**config.mk**
```make
export PLATFORM = sky130hd
export DESIGN_NAME = byte_digit_display
export DESIGN_NICKNAME = d
export VERILOG_FILES = /design/src/rtl/disp_pkg.sv /design/src/rtl/nib_timer.sv /design/src/rtl/nib_fsm.sv /design/src/rtl/nib_encoder.sv /design/src/rtl/byte_digit_display.sv
export SDC_FILE = /design/constraint.sdc
export NUM_CORES = 1
export LEC_CHECK = 0
export BUFFER_PORTS_ARGS = -buffer_cell sky130_fd_sc_hd__buf_2
export CORE_AREA = 2 2 63 65
export CTS_CLUSTER_SIZE = 14
export DETAILED_ROUTE_END_ITERATION = 16
export DIE_AREA = 0 0 65 67
export PLACE_DENSITY = 0.77
export RECOVER_POWER = 25
export SLEW_MARGIN = 20
export SYNTH_ARGS = -nofsm -noshare
export SYNTH_HDL_FRONTEND = slang
export SYNTH_HIERARCHICAL = 1
export SYNTH_SLANG_ARGS = --single-unit
```
**constraint.sdc**
```tcl
create_clock -name clk -period 2.3 [get_ports clk]
set_input_delay 0.115 -clock clk [delete_from_list [all_inputs] [get_ports clk]]
set_output_delay 0.115 -clock clk [all_outputs]
set_load 0.005 [all_outputs]
```
**src/rtl/disp_pkg.sv**
```systemverilog
package disp_pkg;

    localparam int BYTE_W = 8;
    localparam int NIB_W  = 4;
    localparam int SEG_W  = 7;

    typedef enum logic [1:0] {
        S_HI   = 2'd0,
        S_LO   = 2'd1,
        S_HOLD = 2'd2
    } nib_state_t;

    function automatic logic [SEG_W-1:0] glyph_of(input logic [NIB_W-1:0] nib);
        logic [SEG_W-1:0] g;
        unique case (nib)
            4'h0: g = 7'h3F;
            4'h1: g = 7'h06;
            4'h2: g = 7'h5B;
            4'h3: g = 7'h4F;
            4'h4: g = 7'h66;
            4'h5: g = 7'h6D;
            4'h6: g = 7'h7D;
            4'h7: g = 7'h07;
            4'h8: g = 7'h7F;
            4'h9: g = 7'h6F;
            4'hA: g = 7'h77;
            4'hB: g = 7'h7C;
            4'hC: g = 7'h39;
            4'hD: g = 7'h5E;
            4'hE: g = 7'h79;
            default: g = 7'h71;
        endcase
        return g;
    endfunction

endpackage

```
**src/rtl/nib_timer.sv**
```systemverilog
module nib_timer #(
    parameter int HALF_PERIOD = 5000
) (
    input  logic clk,
    input  logic rst_n,
    output logic tick
);
    localparam int CW = (HALF_PERIOD > 1) ? $clog2(HALF_PERIOD) : 1;
    localparam logic [CW-1:0] LAST = CW'(HALF_PERIOD - 1);

    logic [CW-1:0] cnt;

    assign tick = (cnt == LAST);

    always_ff @(posedge clk or negedge rst_n) begin
        if (!rst_n)
            cnt <= '0;
        else if (tick)
            cnt <= '0;
        else
            cnt <= cnt + 1'b1;
    end

    AST_CNT_BOUND: assert property (@(posedge clk) disable iff (!rst_n)
        cnt <= LAST);

endmodule

```
**src/rtl/nib_fsm.sv**
```systemverilog
module nib_fsm
    import disp_pkg::*;
(
    input  logic clk,
    input  logic rst_n,
    input  logic tick,
    input  logic manual,
    output logic auto_lo
);
    nib_state_t state, state_nx;

    always_comb begin
        state_nx = state;
        unique case (state)
            S_HI:   if (manual) state_nx = S_HOLD;      // T_ENTER_HOLD
                    else if (tick) state_nx = S_LO;     // T_FLIP
            S_LO:   if (manual) state_nx = S_HOLD;      // T_ENTER_HOLD
                    else if (tick) state_nx = S_HI;     // T_FLIP
            S_HOLD: if (!manual) state_nx = S_HI;       // T_RESUME
            default: state_nx = S_HI;
        endcase
    end

    always_ff @(posedge clk or negedge rst_n) begin
        if (!rst_n)
            state <= S_HI;
        else
            state <= state_nx;
    end

    always_comb begin
        auto_lo = (state == S_LO);
    end

    AST_MANUAL_HOLDS: assert property (@(posedge clk) disable iff (!rst_n)
        manual |=> (state == S_HOLD));
    AST_RESUME_UPPER: assert property (@(posedge clk) disable iff (!rst_n)
        (state == S_HOLD && !manual) |=> (state == S_HI));
    AST_NO_TICK_STABLE: assert property (@(posedge clk) disable iff (!rst_n)
        (state != S_HOLD && !manual && !tick) |=> $stable(state));

endmodule

```
**src/rtl/nib_encoder.sv**
```systemverilog
module nib_encoder
    import disp_pkg::*;
(
    input  logic [BYTE_W-1:0] value,
    input  logic              show_lo,
    input  logic              fmt_bin,
    output logic [BYTE_W-1:0] word
);
    logic [NIB_W-1:0] nib;

    always_comb begin
        nib  = show_lo ? value[NIB_W-1:0] : value[BYTE_W-1:NIB_W];
        word = fmt_bin ? value : {show_lo, glyph_of(nib)};
    end

    AST_BIN_PASSTHRU: assert final (!fmt_bin || word == value);

endmodule

```
**src/rtl/byte_digit_display.sv**
```systemverilog
module byte_digit_display
    import disp_pkg::*;
#(
    parameter int HALF_PERIOD = 5000
) (
    input  logic              clk,
    input  logic              rst_n,
    input  logic [BYTE_W-1:0] acc_val,
    input  logic [BYTE_W-1:0] alu_val,
    input  logic              src_alu,
    input  logic              fmt_bin,
    input  logic              nib_manual,
    input  logic              nib_pick_hi,
    input  logic              carry_in,
    input  logic              zero_in,
    output logic [BYTE_W-1:0] disp_out,
    output logic              carry_led,
    output logic              zero_led
);
    logic              tick;
    logic              auto_lo;
    logic              show_lo;
    logic [BYTE_W-1:0] sel_val;
    logic [BYTE_W-1:0] word;

    nib_timer #(.HALF_PERIOD(HALF_PERIOD)) u_timer (
        .clk   (clk),
        .rst_n (rst_n),
        .tick  (tick)
    );

    nib_fsm u_fsm (
        .clk     (clk),
        .rst_n   (rst_n),
        .tick    (tick),
        .manual  (nib_manual),
        .auto_lo (auto_lo)
    );

    always_comb begin
        sel_val = src_alu ? alu_val : acc_val;
        show_lo = nib_manual ? !nib_pick_hi : auto_lo;
    end

    nib_encoder u_enc (
        .value   (sel_val),
        .show_lo (show_lo),
        .fmt_bin (fmt_bin),
        .word    (word)
    );

    always_ff @(posedge clk or negedge rst_n) begin
        if (!rst_n) begin
            disp_out  <= '0;
            carry_led <= 1'b0;
            zero_led  <= 1'b0;
        end else begin
            disp_out  <= word;
            carry_led <= carry_in;
            zero_led  <= zero_in;
        end
    end

    logic armed;
    always_ff @(posedge clk or negedge rst_n) begin
        if (!rst_n) armed <= 1'b0;
        else        armed <= 1'b1;
    end

    AST_BIN_SOURCE: assert property (@(posedge clk) disable iff (!rst_n)
        (armed && fmt_bin) |=> disp_out == $past(src_alu ? alu_val : acc_val));
    AST_FLAG_DELAY: assert property (@(posedge clk) disable iff (!rst_n)
        armed |=> (carry_led == $past(carry_in) && zero_led == $past(zero_in)));
    AST_DP_LOWER: assert property (@(posedge clk) disable iff (!rst_n)
        (armed && !fmt_bin && nib_manual && !nib_pick_hi) |=> disp_out[7]);
    AST_DP_UPPER: assert property (@(posedge clk) disable iff (!rst_n)
        (armed && !fmt_bin && nib_manual && nib_pick_hi) |=> !disp_out[7]);

endmodule

```
======== After elaboration in Yosys (flattened, before gate mapping) ========
Memories as Yosys holds them, arrays and structs flattened.
Index checks and enable logic that the tools add are counted.
operators by class
  add/subtract/negate cells ............... 1
  multiply operators ...................... 0
  divide/modulo/power cells ............... 0
  $lt $le $gt $ge ......................... 0
  equal/unequal tests ..................... 6
  shift operators ......................... 0
  mux-type cells .......................... 11
  bitwise logic cells ..................... 0
  reduce and logical (&&, ||, !) cells .... 3
operator list
  cell                   number
  $mux 8                 2
  $add 13x1->13 const B  1
  $eq 13x13->1 const B   1
  $mux 13                1
  $mux 2                 5
  $ne 3x3->1 const B     2
  $pmux 2 s3             1
  $mux 4                 1
  $reduce_and 3->1       1
  $eq 2x1->1 const B     1
  $eq 2x2->1 const B     1
  $logic_not 2->1        1
  $ne 2x2->1 const B     1
  $logic_not 1->1        1
  $mux 1                 1
word-level totals
  bits in registers ....................... 25
  bits in latches ......................... 0
  bits in writable memories ............... 0
  memory bits (read-only) ................. 112
  memories ................................ 1
memory list
  name             words  bits a word  rd ports  clocked after memory_dff  write ports  RTL line        RTL
  (no name shown)  16     7            1         0                         0            disp_pkg.sv:15  unique case (nib)

======== Depth between registers and ports, before layout ========
An unclocked memory read counts as a cell.
  depth after elaboration ................. 5
  depth in mapped cells ................... 12
  gate-level depth less buffers ........... 10

======== By module ========
Netlist, hierarchy kept.
modules (own cells, without submodules)
  module              times used  cells each  area an instance (µm²)  seq. area each (µm²)
  nib_timer           1           54          608.1                   325.3
  nib_encoder         1           72          506.7                   0.0
  byte_digit_display  1           21          395.4                   250.2
  nib_fsm             1           6           82.6                    50.0

======== Least setup slack after synthesis ========
OpenSTA, ideal clock, no wires.
  path type ............................... reg2reg
  from .................................... register u_fsm.state[1]
  to ...................................... register disp_out[4]
  setup time .............................. 130 ps
  arrival time ............................ 2,215 ps
  path slack .............................. -45 ps
  cell stages (with the launch flop) ...... 13
  path through ............................ dfrtp_1 > nor2b_1 > inv_1 > mux2i_1 > buf_6 > buf_2 > mux2i_1 > inv_1 > ha_1 > a211oi_1 > a21oi_1 > o211ai_1 > o21ai_0
on the way
  word-level cells in the longest chain between the ends .. 5
ends and longest elaborated chain
  element                 RTL line                  RTL
  start, declared         nib_fsm.sv:10             nib_state_t state, state_nx;
  start signal, assigned  nib_fsm.sv:28             state <= state_nx;
  $eq 2x1->1              nib_fsm.sv:32             auto_lo = (state == S_LO);
  named net auto_lo       byte_digit_display.sv:21  logic auto_lo;
  $mux 1                  byte_digit_display.sv:42  show_lo = nib_manual ? !nib_pick_hi : auto_lo;
  named net show_lo       byte_digit_display.sv:22  logic show_lo;
  $mux 4                  nib_encoder.sv:12         nib = show_lo ? value[NIB_W-1:0] : value[BYTE_W-1:NIB_W];
  $mem_v2 16x7            --
  $mux 8                  nib_encoder.sv:13         word = fmt_bin ? value : {show_lo, glyph_of(nib)};
  named net word[4]       byte_digit_display.sv:24  logic [BYTE_W-1:0] word;
  end signal, assigned    byte_digit_display.sv:58  disp_out <= word;
  end, declared           byte_digit_display.sv:16  output logic [BYTE_W-1:0] disp_out,
The timed path passes the listed nets, and every way through them passes these cells.
A chain may end at the register's enable or synchronous reset.

======== Final worst setup path ========
Ends and elaborated chain as after synthesis.

==> impl_metrics.yaml <==
hold_path:
  worstHoldPathCells: 2
  hold_path.class: "in2reg"
  hold_path.startpoint: "nib_manual"
  hold_end: "u_fsm/state[0]$_DFFE_PN0P_"
synthesis:
  ys_top_cells_by_area: "dfrtp_1, mux2_4, ha_1"
  yosysMostFrequentCell: "dfrtp_1"
  yosys_warnings: 6
  synth_common_cells: "dfrtp_1, a21oi_1, mux2_4, nand2_1"
  syn_area_mm2: 0.00159
  synthCells: 153
  yosys.area.top_type: "dfrtp_1"
  synth_top_area_share_pct: 39.3
  synth_fp_nets: 185
  ys_seq_area_share_pct: 39.3
  ys.flop_type: "dfrtp_1"
  syn_area_per_cell_um2: 10.4
  synth-edff-count: 0
  async_flop_share_pct: 100
  ys_types: 46
  synth.ff_latch_count: 25
routing:
  num_vias: 1292
  wl_per_cell_um: 12.9
  dr.first_iter.drc_count: 53
  drtAntennaViolNets: 0
  via_per_inst: 5.41
  first_pass_iters: 4
  drcViolationCount: 0
  wl_um: 3090
placement:
  io_buffers: 33
  place_congestion: 0.897
  hpwl_um: 2350
timing:
  hold_viol: 0
  finalCritPeriodShare_pct: 91.7
  tightest_slew_ps: 1250
  skew_ps: 4.19
  finalSetupViolCount: 0
  period_minus_slack_ps: 2110
  drv_slew: 0
  rsz0062_at_grt: "no"
  slew-limit-headroom_pct: 16.6
  max_freq_mhz: 474
  fin_setup_tns_ps: 0
power_and_ir_drop:
  share_comb_of_total_power_pct: 22.9
  total_leakage_power_nw: 0.876
  powerDensity_mw_per_mm2: 492
  swShare_pct: 26.3
  power_mw: 0.928
  ir_drop_mv: 0.196
  sequentialPowerShare_pct: 50.1
  clkPwrFrac_pct: 27.0
  p_switching_mw: 0.244
  p_int_mw: 0.683
global_routing:
  grt_overflow: 0
  grt_pass1_wl_um: 5340
  grt_usage_pct: 15.7
  grt_max_degree: 26
  grt_pass1_vias: 1219
  antenna_found_initial: 0
worst_setup_path:
  startpoint_type: "flop"
  worstPathArrival_ps: 2250
  r2r-start: "u_fsm/state[1]$_DFFE_PN0P_"
  end_kind: "flop"
  r2r_cells: 11
  rrSetupSlack_ps: 190
  critPathMaxFanout: 9
  crit_required_ps: 2440
  critPathKind: "reg2reg"
  r2r_end: "disp_out[4]$_DFF_PN0_"
finish:
  fill_cells: 343
  final_nets: 224
  area_growth_pct: 18.4
  num_antenna_cells: 0
  drive_gt1_share_pct: 30.4
clocking:
  cts_resized: 0
  cts-root-buf: "clkbuf_8"
  cts_buffers: 3
  hold_buffers: 3
  cts_buffer_depth: 2
  cts_sinks: 25
  htreeDepth: 1
  cts_tree: "built"
  cts_setup_buffers: 0
  clock_latency_ps: 260
  clk_pin_slew_ps: 80
floorplanning:
  die_w_um: 65
  die_y_um: 67
  fp.coreArea_mm2: 0.00361
  rows: 22
  start_util_pct: 44.2
  dieArea_mm2: 0.00436
  io_pins: 34
job:
  cap_violations: 0
status:
  outcome: "finished, final reports clean"
## how the worst max path moves through the flow
stage	slack [ps]	cells past startpoint	start	to
CTS	200	11	u_fsm/state[1]$_DFFE_PN0P_	disp_out[6]$_DFF_PN0_
finish	190	11	u_fsm/state[1]$_DFFE_PN0P_	disp_out[4]$_DFF_PN0_
detailed placement	220	11	u_fsm/state[1]$_DFFE_PN0P_	disp_out[4]$_DFF_PN0_
global route	10	11	u_fsm/state[1]$_DFFE_PN0P_	disp_out[4]$_DFF_PN0_
floorplan	20	12	u_fsm/state[1]$_DFFE_PN0P_	disp_out[4]$_DFF_PN0_
global placement	260	11	u_fsm/state[1]$_DFFE_PN0P_	disp_out[4]$_DFF_PN0_
## area by class of cell
cell class	instances	area (µm²)	share of cell area, %
repair buffers	40	224	11.9
clock buffers	3	41.3	2.19
multi-input cells	115	903	47.9
well taps	48	60.1	3.19
flip-flops and latches	25	626	33.2
inverters	7	26.3	1.39
clock inverters	1	5.00	0.265
## power by group through the flow
stage | clock [mW] | sequential (mW) | combinational, mW
finish | 0.250 | 0.465 | 0.213
global route | 0.283 | 0.467 | 0.238
CTS | 0.259 | 0.465 | 0.213
detailed placement | 0 | 0.474 | 0.209
global placement | 0 | 0.474 | 0.206
floorplan | 0 | 0.477 | 0.133
## flip-flops by register name, indices dropped and copies added, names as in the netlist
| register | count |
|---|---|
| u_fsm/state | 2 |
| carry_led | 1 |
| disp_out | 8 |
| u_timer/cnt | 13 |
| zero_led | 1 |
## cell usage in the layout (no fill, tap or decap), types with 2 or more instances in the layout
| cell type | netlist | layout |
|---|---|---|
| nor2_1 | 6 | 6 |
| a21oi_1 | 10 | 10 |
| dlygate4sd3_1 | 0 | 3 |
| o21ai_0 | 8 | 8 |
| buf_4 | 0 | 4 |
| dfrtp_1 | 25 | 25 |
| and3b_1 | 2 | 2 |
| or4_1 | 2 | 2 |
| o31ai_1 | 2 | 2 |
| nor3_1 | 2 | 2 |
| or3_1 | 4 | 4 |
| xnor2_1 | 3 | 3 |
| a211oi_1 | 2 | 2 |
| xor2_1 | 7 | 7 |
| nor3b_1 | 2 | 2 |
| nand2_1 | 10 | 10 |
| nor2b_1 | 2 | 2 |
| buf_2 | 3 | 32 |
| mux2i_1 | 3 | 2 |
| inv_1 | 7 | 7 |
| clkbuf_8 | 0 | 3 |
| nand4_1 | 2 | 2 |
| mux2_4 | 10 | 10 |
| ha_1 | 8 | 8 |
| o21ai_2 | 2 | 2 |
| o21ai_1 | 2 | 2 |
| nand3_1 | 6 | 6 |
## kinds of logic (layout without fill, tap and decap cells)
kind of cell / after synthesis / in the layout / share of synthesized area (%)
simple gates: 46 / 46 / 17.7
compound gates: 37 / 37 / 15.0
flops: 25 / 25 / 39.3
mux: 14 / 14 / 12.0
buf+inv: 13 / 51 / 4.24
xor+xnor: 10 / 10 / 5.50
fa+ha+maj: 8 / 8 / 6.28
## metrics by stage
step	worst slack, ps	hold WS [ps]	cells	utilization (%)	area, µm²
finish	190	50.4	239	52.3	1890
global route	13.3	40.3	239	52.3	1890
CTS	199	46.9	239	52.3	1890
detailed placement	215	132	232	50.2	1810
global placement	261	124	232	50.2	1810
floorplan	15.1	-181	153	-	1600
## routing by layer
layer	wire (µm)	track usage [%]	vias to the layer above
li1	-	-	635
met1	1270	18.4	603
met2	1640	29.5	52
met3	170	2.20	2
met4	8	4.52	0
met5	0	0	-
## worst max-delay path, cell delays in order, from the launching register on
cell and delay, ps:
dfrtp_1 410, nor2b_1 130, inv_1 50, mux2i_1 120
buf_4 190, mux2i_2 230, inv_1 100, ha_1 230
a211oi_1 230, a21oi_1 60, o211ai_1 150, o21ai_0 100
No activity file was read; power rests on OpenSTA's default activity.
